[config.mk]
export PLATFORM = sky130hd
export DESIGN_NAME = wbc_cache
export DESIGN_NICKNAME = d
export VERILOG_FILES = /design/src/rtl/wbc_pkg.sv /design/src/rtl/wbc_tag_store.sv /design/src/rtl/wbc_data_store.sv /design/src/rtl/wbc_ctrl.sv /design/src/rtl/wbc_cache.sv
export SDC_FILE = /design/constraint.sdc
export NUM_CORES = 2
export LEC_CHECK = 0
export BUFFER_PORTS_ARGS = -buffer_cell sky130_fd_sc_hd__buf_2
export CAP_MARGIN = 20
export CORE_MARGIN = 10
export CORE_UTILIZATION = 30
export CTS_CLUSTER_DIAMETER = 200
export DETAILED_ROUTE_END_ITERATION = 10
export RECOVER_POWER = 100
export SYNTH_ARGS = -nofsm -noshare
export SYNTH_HDL_FRONTEND = slang
export SYNTH_HIERARCHICAL = 1
export SYNTH_SLANG_ARGS = --single-unit
[constraint.sdc]
create_clock -name clk -period 6.4 [get_ports clk]
set_clock_uncertainty 0.2 [all_clocks]
set_input_delay 1.28 -clock clk [delete_from_list [all_inputs] [get_ports clk]]
set_output_delay 1.28 -clock clk [all_outputs]
set_load 0.1 [all_outputs]
[src/rtl/wbc_pkg.sv]
package wbc_pkg;

  typedef enum logic [1:0] {
    LS_INV   = 2'b00,
    LS_CLEAN = 2'b01,
    LS_DIRTY = 2'b11
  } line_state_e;

  typedef enum logic [1:0] {
    ST_IDLE,
    ST_EVICT,
    ST_FILL
  } ctl_state_e;

endpackage

[src/rtl/wbc_tag_store.sv]
module wbc_tag_store
  import wbc_pkg::*;
#(
  parameter int LINES = 16,
  parameter int TAG_W = 24,
  localparam int IDX_W = $clog2(LINES)
) (
  input  logic             clk,
  input  logic [IDX_W-1:0] rd_idx,
  output logic [TAG_W-1:0] rd_tag,
  output line_state_e      rd_state,
  input  logic             wr_en,
  input  logic [IDX_W-1:0] wr_idx,
  input  logic [TAG_W-1:0] wr_tag,
  input  line_state_e      wr_state
);

  // No reset on purpose: line states survive reset.
  logic [TAG_W-1:0] tag_q [LINES];
  line_state_e      st_q  [LINES];

  always_ff @(posedge clk) begin
    if (wr_en) begin
      tag_q[wr_idx] <= wr_tag;
      st_q[wr_idx]  <= wr_state;
    end
  end

  assign rd_tag   = tag_q[rd_idx];
  assign rd_state = st_q[rd_idx];

endmodule

[src/rtl/wbc_data_store.sv]
module wbc_data_store #(
  parameter int LINES  = 16,
  parameter int WORDS  = 4,
  parameter int DATA_W = 32,
  localparam int DEPTH = LINES * WORDS,
  localparam int A_W   = $clog2(DEPTH)
) (
  input  logic              clk,
  input  logic [A_W-1:0]    addr,
  output logic [DATA_W-1:0] rdata,
  input  logic              wr_en,
  input  logic [DATA_W-1:0] wdata
);

  logic [DATA_W-1:0] mem_q [DEPTH];

  always_ff @(posedge clk) begin
    if (wr_en) mem_q[addr] <= wdata;
  end

  assign rdata = mem_q[addr];

endmodule

[src/rtl/wbc_ctrl.sv]
module wbc_ctrl
  import wbc_pkg::*;
#(
  parameter int ADDR_W = 32,
  parameter int DATA_W = 32,
  parameter int LINES  = 16,
  parameter int WORDS  = 4,
  localparam int IDX_W  = $clog2(LINES),
  localparam int OFF_W  = $clog2(WORDS),
  localparam int TAG_W  = ADDR_W - IDX_W - OFF_W - 2,
  localparam int MEM_AW = ADDR_W - 2
) (
  input  logic                   clk,
  input  logic                   rst_n,
  input  logic                   cpu_req,
  input  logic                   cpu_we,
  input  logic [ADDR_W-1:0]      cpu_addr,
  input  logic [DATA_W-1:0]      cpu_wdata,
  output logic [DATA_W-1:0]      cpu_rdata,
  output logic                   cpu_done,
  output logic                   cpu_busy,
  input  logic                   mnt_req,
  input  logic                   mnt_op,
  input  logic [IDX_W-1:0]       mnt_idx,
  output logic                   mnt_done,
  output logic                   mem_req,
  output logic                   mem_we,
  output logic [MEM_AW-1:0]      mem_addr,
  output logic [DATA_W-1:0]      mem_wdata,
  input  logic [DATA_W-1:0]      mem_rdata,
  input  logic                   mem_ack,
  output logic [IDX_W-1:0]       ts_rd_idx,
  input  logic [TAG_W-1:0]       ts_rd_tag,
  input  line_state_e            ts_rd_state,
  output logic                   ts_wr_en,
  output logic [IDX_W-1:0]       ts_wr_idx,
  output logic [TAG_W-1:0]       ts_wr_tag,
  output line_state_e            ts_wr_state,
  output logic [IDX_W+OFF_W-1:0] ds_addr,
  input  logic [DATA_W-1:0]      ds_rdata,
  output logic                   ds_wr_en,
  output logic [DATA_W-1:0]      ds_wdata,
  output logic                   ev_hit,
  output logic                   ev_miss,
  output logic                   ev_evict_beat,
  output logic                   ev_fill_beat
);

  function automatic logic [TAG_W-1:0] addr_tag(input logic [ADDR_W-1:0] a);
    return a[ADDR_W-1 -: TAG_W];
  endfunction

  function automatic logic [IDX_W-1:0] addr_idx(input logic [ADDR_W-1:0] a);
    return a[2+OFF_W +: IDX_W];
  endfunction

  function automatic logic [OFF_W-1:0] addr_off(input logic [ADDR_W-1:0] a);
    return a[2 +: OFF_W];
  endfunction

  function automatic logic [MEM_AW-1:0] word_addr(input logic [TAG_W-1:0] t,
                                                  input logic [IDX_W-1:0] i,
                                                  input logic [OFF_W-1:0] o);
    return {t, i, o};
  endfunction

  ctl_state_e        state_q;
  logic [OFF_W-1:0]  cnt_q;
  logic              for_mnt_q;
  logic [TAG_W-1:0]  lat_tag_q;
  logic [IDX_W-1:0]  lat_idx_q;
  logic [OFF_W-1:0]  lat_off_q;
  logic              lat_we_q;
  logic [DATA_W-1:0] lat_wdata_q;
  logic [DATA_W-1:0] rdata_q;
  logic              cpu_done_q;
  logic              mnt_done_q;

  logic idle, accept_mnt, accept_cpu, line_live, last_beat, mnt_evict;

  assign idle       = (state_q == ST_IDLE);
  assign accept_mnt = idle && mnt_req;
  assign accept_cpu = idle && cpu_req && !mnt_req;
  assign ts_rd_idx  = !idle ? lat_idx_q : (mnt_req ? mnt_idx : addr_idx(cpu_addr));
  assign line_live  = (ts_rd_state != LS_INV);
  assign ev_hit     = accept_cpu && line_live && (ts_rd_tag == addr_tag(cpu_addr));
  assign ev_miss    = accept_cpu && !ev_hit;
  assign mnt_evict  = mnt_op && (ts_rd_state == LS_DIRTY);
  assign last_beat  = (cnt_q == OFF_W'(WORDS - 1));
  assign ev_evict_beat = (state_q == ST_EVICT) && mem_ack;
  assign ev_fill_beat  = (state_q == ST_FILL) && mem_ack;

  assign mem_req   = !idle;
  assign mem_we    = (state_q == ST_EVICT);
  assign mem_addr  = (state_q == ST_EVICT) ? word_addr(ts_rd_tag, lat_idx_q, cnt_q)
                                           : word_addr(lat_tag_q, lat_idx_q, cnt_q);
  assign mem_wdata = ds_rdata;
  assign ds_addr   = idle ? {addr_idx(cpu_addr), addr_off(cpu_addr)} : {lat_idx_q, cnt_q};

  assign cpu_rdata = rdata_q;
  assign cpu_done  = cpu_done_q;
  assign mnt_done  = mnt_done_q;
  assign cpu_busy  = !idle;

  always_comb begin
    ts_wr_en    = 1'b0;
    ts_wr_idx   = lat_idx_q;
    ts_wr_tag   = ts_rd_tag;
    ts_wr_state = LS_INV;
    ds_wr_en    = 1'b0;
    ds_wdata    = mem_rdata;
    if (accept_mnt && !mnt_evict) begin
      ts_wr_en  = 1'b1;
      ts_wr_idx = mnt_idx;
    end
    if (ev_hit && cpu_we) begin
      ts_wr_en    = 1'b1;
      ts_wr_idx   = addr_idx(cpu_addr);
      ts_wr_state = LS_DIRTY;
      ds_wr_en    = 1'b1;
      ds_wdata    = cpu_wdata;
    end
    if (ev_evict_beat && last_beat && for_mnt_q) begin
      ts_wr_en = 1'b1;
    end
    if (ev_fill_beat) begin
      ds_wr_en = 1'b1;
      if (lat_we_q && (cnt_q == lat_off_q)) ds_wdata = lat_wdata_q;
      if (last_beat) begin
        ts_wr_en    = 1'b1;
        ts_wr_tag   = lat_tag_q;
        ts_wr_state = lat_we_q ? LS_DIRTY : LS_CLEAN;
      end
    end
  end

  always_ff @(posedge clk or negedge rst_n) begin
    if (!rst_n) begin
      state_q     <= ST_IDLE;
      cnt_q       <= '0;
      for_mnt_q   <= 1'b0;
      lat_tag_q   <= '0;
      lat_idx_q   <= '0;
      lat_off_q   <= '0;
      lat_we_q    <= 1'b0;
      lat_wdata_q <= '0;
      rdata_q     <= '0;
      cpu_done_q  <= 1'b0;
      mnt_done_q  <= 1'b0;
    end else begin
      cpu_done_q <= 1'b0;
      mnt_done_q <= 1'b0;
      case (state_q)
        ST_IDLE: begin
          cnt_q <= '0;
          if (accept_mnt) begin
            lat_idx_q <= mnt_idx;
            if (mnt_evict) begin
              state_q   <= ST_EVICT;
              for_mnt_q <= 1'b1;
            end else begin
              mnt_done_q <= 1'b1;
            end
          end else if (ev_hit) begin
            cpu_done_q <= 1'b1;
            if (!cpu_we) rdata_q <= ds_rdata;
          end else if (ev_miss) begin
            lat_tag_q   <= addr_tag(cpu_addr);
            lat_idx_q   <= addr_idx(cpu_addr);
            lat_off_q   <= addr_off(cpu_addr);
            lat_we_q    <= cpu_we;
            lat_wdata_q <= cpu_wdata;
            for_mnt_q   <= 1'b0;
            state_q     <= (ts_rd_state == LS_DIRTY) ? ST_EVICT : ST_FILL;
          end
        end
        ST_EVICT: begin
          if (mem_ack) begin
            cnt_q <= cnt_q + OFF_W'(1);
            if (last_beat) begin
              if (for_mnt_q) begin
                state_q    <= ST_IDLE;
                mnt_done_q <= 1'b1;
              end else begin
                state_q <= ST_FILL;
              end
            end
          end
        end
        ST_FILL: begin
          if (mem_ack) begin
            cnt_q <= cnt_q + OFF_W'(1);
            if (cnt_q == lat_off_q) rdata_q <= mem_rdata;
            if (last_beat) begin
              state_q    <= ST_IDLE;
              cpu_done_q <= 1'b1;
            end
          end
        end
        default: state_q <= ST_IDLE;
      endcase
    end
  end

endmodule

[src/rtl/wbc_cache.sv]
module wbc_cache
  import wbc_pkg::*;
#(
  parameter int ADDR_W = 32,
  parameter int DATA_W = 32,
  parameter int LINES  = 16,
  parameter int WORDS  = 4,
  localparam int IDX_W  = $clog2(LINES),
  localparam int OFF_W  = $clog2(WORDS),
  localparam int TAG_W  = ADDR_W - IDX_W - OFF_W - 2,
  localparam int MEM_AW = ADDR_W - 2
) (
  input  logic              clk,
  input  logic              rst_n,
  input  logic              cpu_req,
  input  logic              cpu_we,
  input  logic [ADDR_W-1:0] cpu_addr,
  input  logic [DATA_W-1:0] cpu_wdata,
  output logic [DATA_W-1:0] cpu_rdata,
  output logic              cpu_done,
  output logic              cpu_busy,
  input  logic              mnt_req,
  input  logic              mnt_op,
  input  logic [IDX_W-1:0]  mnt_idx,
  output logic              mnt_done,
  output logic              mem_req,
  output logic              mem_we,
  output logic [MEM_AW-1:0] mem_addr,
  output logic [DATA_W-1:0] mem_wdata,
  input  logic [DATA_W-1:0] mem_rdata,
  input  logic              mem_ack
);

  logic [IDX_W-1:0]       ts_rd_idx, ts_wr_idx;
  logic [TAG_W-1:0]       ts_rd_tag, ts_wr_tag;
  line_state_e            ts_rd_state, ts_wr_state;
  logic                   ts_wr_en;
  logic [IDX_W+OFF_W-1:0] ds_addr;
  logic [DATA_W-1:0]      ds_rdata, ds_wdata;
  logic                   ds_wr_en;
  logic                   ev_hit, ev_miss, ev_evict_beat, ev_fill_beat;

  wbc_tag_store #(.LINES(LINES), .TAG_W(TAG_W)) u_tags (
    .clk(clk), .rd_idx(ts_rd_idx), .rd_tag(ts_rd_tag), .rd_state(ts_rd_state),
    .wr_en(ts_wr_en), .wr_idx(ts_wr_idx), .wr_tag(ts_wr_tag), .wr_state(ts_wr_state)
  );

  wbc_data_store #(.LINES(LINES), .WORDS(WORDS), .DATA_W(DATA_W)) u_data (
    .clk(clk), .addr(ds_addr), .rdata(ds_rdata), .wr_en(ds_wr_en), .wdata(ds_wdata)
  );

  wbc_ctrl #(.ADDR_W(ADDR_W), .DATA_W(DATA_W), .LINES(LINES), .WORDS(WORDS)) u_ctrl (
    .clk(clk), .rst_n(rst_n),
    .cpu_req(cpu_req), .cpu_we(cpu_we), .cpu_addr(cpu_addr), .cpu_wdata(cpu_wdata),
    .cpu_rdata(cpu_rdata), .cpu_done(cpu_done), .cpu_busy(cpu_busy),
    .mnt_req(mnt_req), .mnt_op(mnt_op), .mnt_idx(mnt_idx), .mnt_done(mnt_done),
    .mem_req(mem_req), .mem_we(mem_we), .mem_addr(mem_addr), .mem_wdata(mem_wdata),
    .mem_rdata(mem_rdata), .mem_ack(mem_ack),
    .ts_rd_idx(ts_rd_idx), .ts_rd_tag(ts_rd_tag), .ts_rd_state(ts_rd_state),
    .ts_wr_en(ts_wr_en), .ts_wr_idx(ts_wr_idx), .ts_wr_tag(ts_wr_tag), .ts_wr_state(ts_wr_state),
    .ds_addr(ds_addr), .ds_rdata(ds_rdata), .ds_wr_en(ds_wr_en), .ds_wdata(ds_wdata),
    .ev_hit(ev_hit), .ev_miss(ev_miss), .ev_evict_beat(ev_evict_beat), .ev_fill_beat(ev_fill_beat)
  );

endmodule

==> run summary <==
Hold Path Class = flip-flop to flip-flop
Leakage Power = 38.5 nW
Syn Inst Count = 5745
FF-to-FF path depth = 22
Vias = 57700
Total track usage = 15.4%
First-pass GRT wire length = 412000 µm
Hold Buf Count CTS = 0
Chip width = 599 µm
Final period utilization = 99.2%
VDD IR max = 0.000759 V
Pre-Repair DR Iteration Count = 7
Final WL = 290000 µm
FF-to-FF setup slack = 200 ps
Number of global-route vias before repair = 57600
Post-route ant nets = 0
Initial antenna violation count = 11
Placer Congestion = 0.822
PwrDens = 535 mW/mm²
Post-Place Cell Area = 0.113 mm²
Pre-CTS WS = -40.3 ps
Htree depth = 5
Relative slew slack = -150%
Final setup vio count = 0
Io pins = 206
Final min period = 6350 ps
Avg WL per Cell = 26.6 µm
Total gr overflow = 0
Critical path type = flip-flop to primary output
Slowest CP cell = or3_1
Hold Vio Cnt, Final = 0
CP Launch Type = flip-flop
Detail Placement HPWL = 180000 µm
Die height = 599 µm
Worst R2R End = u_data/mem_q[63][26]
Worst endpoint required time = 4920 ps
Slew Viols, Final = 106
Worst slew pin tran = 3760 ps
CTS root buf = clkbuf_16
Inserted Clock Buffers = 266
Clock-pin slew on the worst setup and hold paths = 60 ps
Worst hold path depth = 1
Largest net degree at the start of global routing = 104
RSZ-0062 raised after global routing = no
Worst EP arrival = 4870 ps
Worst Min Path Start = u_ctrl/cpu_rdata[11]
# clock sinks = 2566
Row Count = 212
Mapped Area = 0.100 mm²
Ys Warns = 6
Crit path cell chain = inv_1 -> ha_4 -> buf_12 -> mux2_8 -> and2_4 -> buf_4 -> buf_12 -> buf_4 -> a22oi_1 -> nor2_1 -> o21ai_0 -> o211ai_1 -> or3_1 -> buf_8
Final #Nets = 6419
Critical Path Max Stage Delay = 610 ps
CORE AREA = 0.333 mm²
Post-synthesis area per instance = 17.5 µm²
Worst Path Max Fanout = 60
Final setup margin = 52.8 ps
PortBufs = 203
Syn Nets = 5856
Run status = finished, violations left
CP endpoint kind = primary output
Highest clock rate = 158 MHz
Via density = 5.30
Max Root-Sink Buffers = 4
Total power = 64.0 mW
Synth-to-Final Area Change = 19.2%
Post-route insts no fill = 10900
DR DRC count = 0
Share of post-route cells with drive strength above 1 = 23.4%
Hold path endpoint = u_ctrl/cpu_rdata[11]
Clock insertion delay at the later pin of the skew report = 860 ps
Cell area after layout = 0.120 mm²
Die area = 0.358 mm²
R2R Path Start = u_ctrl/state_q[1]
Initial Util = 30.1%
Dpl cells = 10400
TritonCTS clock tree = done
1st-iter DRT viols = 6326
Number of fill cells in the layout = 30700
Failing checks = capacitance limit, slew limit
Max Cap Viol = 3
## flip-flops by register name, indices dropped and copies added (netlist names), 2 cells and up
register / cells
u_ctrl/cpu_rdata: 32
u_data/mem_q: 2048
u_tags/tag_q: 384
u_ctrl/lat_off_q: 2
u_ctrl/cnt_q: 2
u_tags/st_q: 32
u_ctrl/lat_idx_q: 4
u_ctrl/lat_tag_q: 24
u_ctrl/state_q: 2
u_ctrl/lat_wdata_q: 32
## layout by cell type, fill, tap and decap left out, types with 189 or more instances in the layout
cell type	instances
edfxtp_1	2464
a22oi_1	349
a221oi_1	316
clkbuf_16	274
mux2i_1	241
nor2_1	240
buf_4	233
mux2_2	210
o21ai_0	198
nand2_1	189
## worst max path at each step
stage | end | cells past startpoint | startpoint
6_report | mem_wdata[15] | 14 | u_ctrl/state_q[1]
5_1_grt | u_data/mem_q[19][31] | 22 | u_ctrl/state_q[1]
4_1_cts | mem_wdata[10] | 13 | u_ctrl/state_q[1]
3_5_place_dp | u_tags/tag_q[1][18] | 19 | mnt_req
3_3_place_gp | u_data/mem_q[51][31] | 19 | cpu_addr[4]
2_1_floorplan | u_data/mem_q[0][23] | 16 | mnt_req
## critical path: cells and delay by family (launching register included)
kind	cells	cell delay, ps
compound gates	3	690
fa+ha+maj	1	240
buf+inv	6	1150
flops	1	400
mux	1	430
simple gates	3	900
## final cells by class
type	count	area [µm²]	share of cell area [%]
clock buffer	343	7140	5.96
sequential	2566	76500	63.9
inverter	6	26.3	0.0219
tap	4387	5490	4.58
antenna	6	15.0	0.0125
clock inverter	112	1140	0.955
multi-input combinational	2723	22600	18.9
timing repair buffer	745	6800	5.68
## where the power goes
group,total (mW),switching [mW],leakage [nW],internal [mW]
clock,15.0,6.29,4.04,8.66
sequential,21.0,0.315,23.4,20.7
combinational,28.1,19.2,11.1,8.87
## per-stage QoR
| step | setup TNS, ps | hold WS, ps | utilization [%] |
|---|---|---|---|
| floorplan | -471190 | 281 | - |
| global placement | 0 | 267 | 33.9 |
| detailed placement | -1370 | 279 | 33.9 |
| CTS | 0 | 170 | 36.4 |
| global route | 0 | 308 | 35.9 |
| finish | 0 | 287 | 35.9 |
## metal layers
metal | part of all wire [%] | up-vias | track usage (%) | routed length (µm)
met2 | 50 | 2506 | 27.1 | 145000
met4 | 2.9 | 0 | 4.04 | 8520
met3 | 7.8 | 486 | 2.64 | 22700
li1 | - | 24700 | - | -
met1 | 39 | 30000 | 19.7 | 113000
met5 | 0 | - | 0 | 0
## repair_timing
item / CTS / global route
cloned: 1 / 0
pin swaps: 3 / 4
setup buffers: 11 / 5
setup endpoints to repair: 32 / 16
hold endpoints to repair: 0 / 0
resized for setup: 21 / 22
No activity file was read; power rests on OpenSTA's default activity.
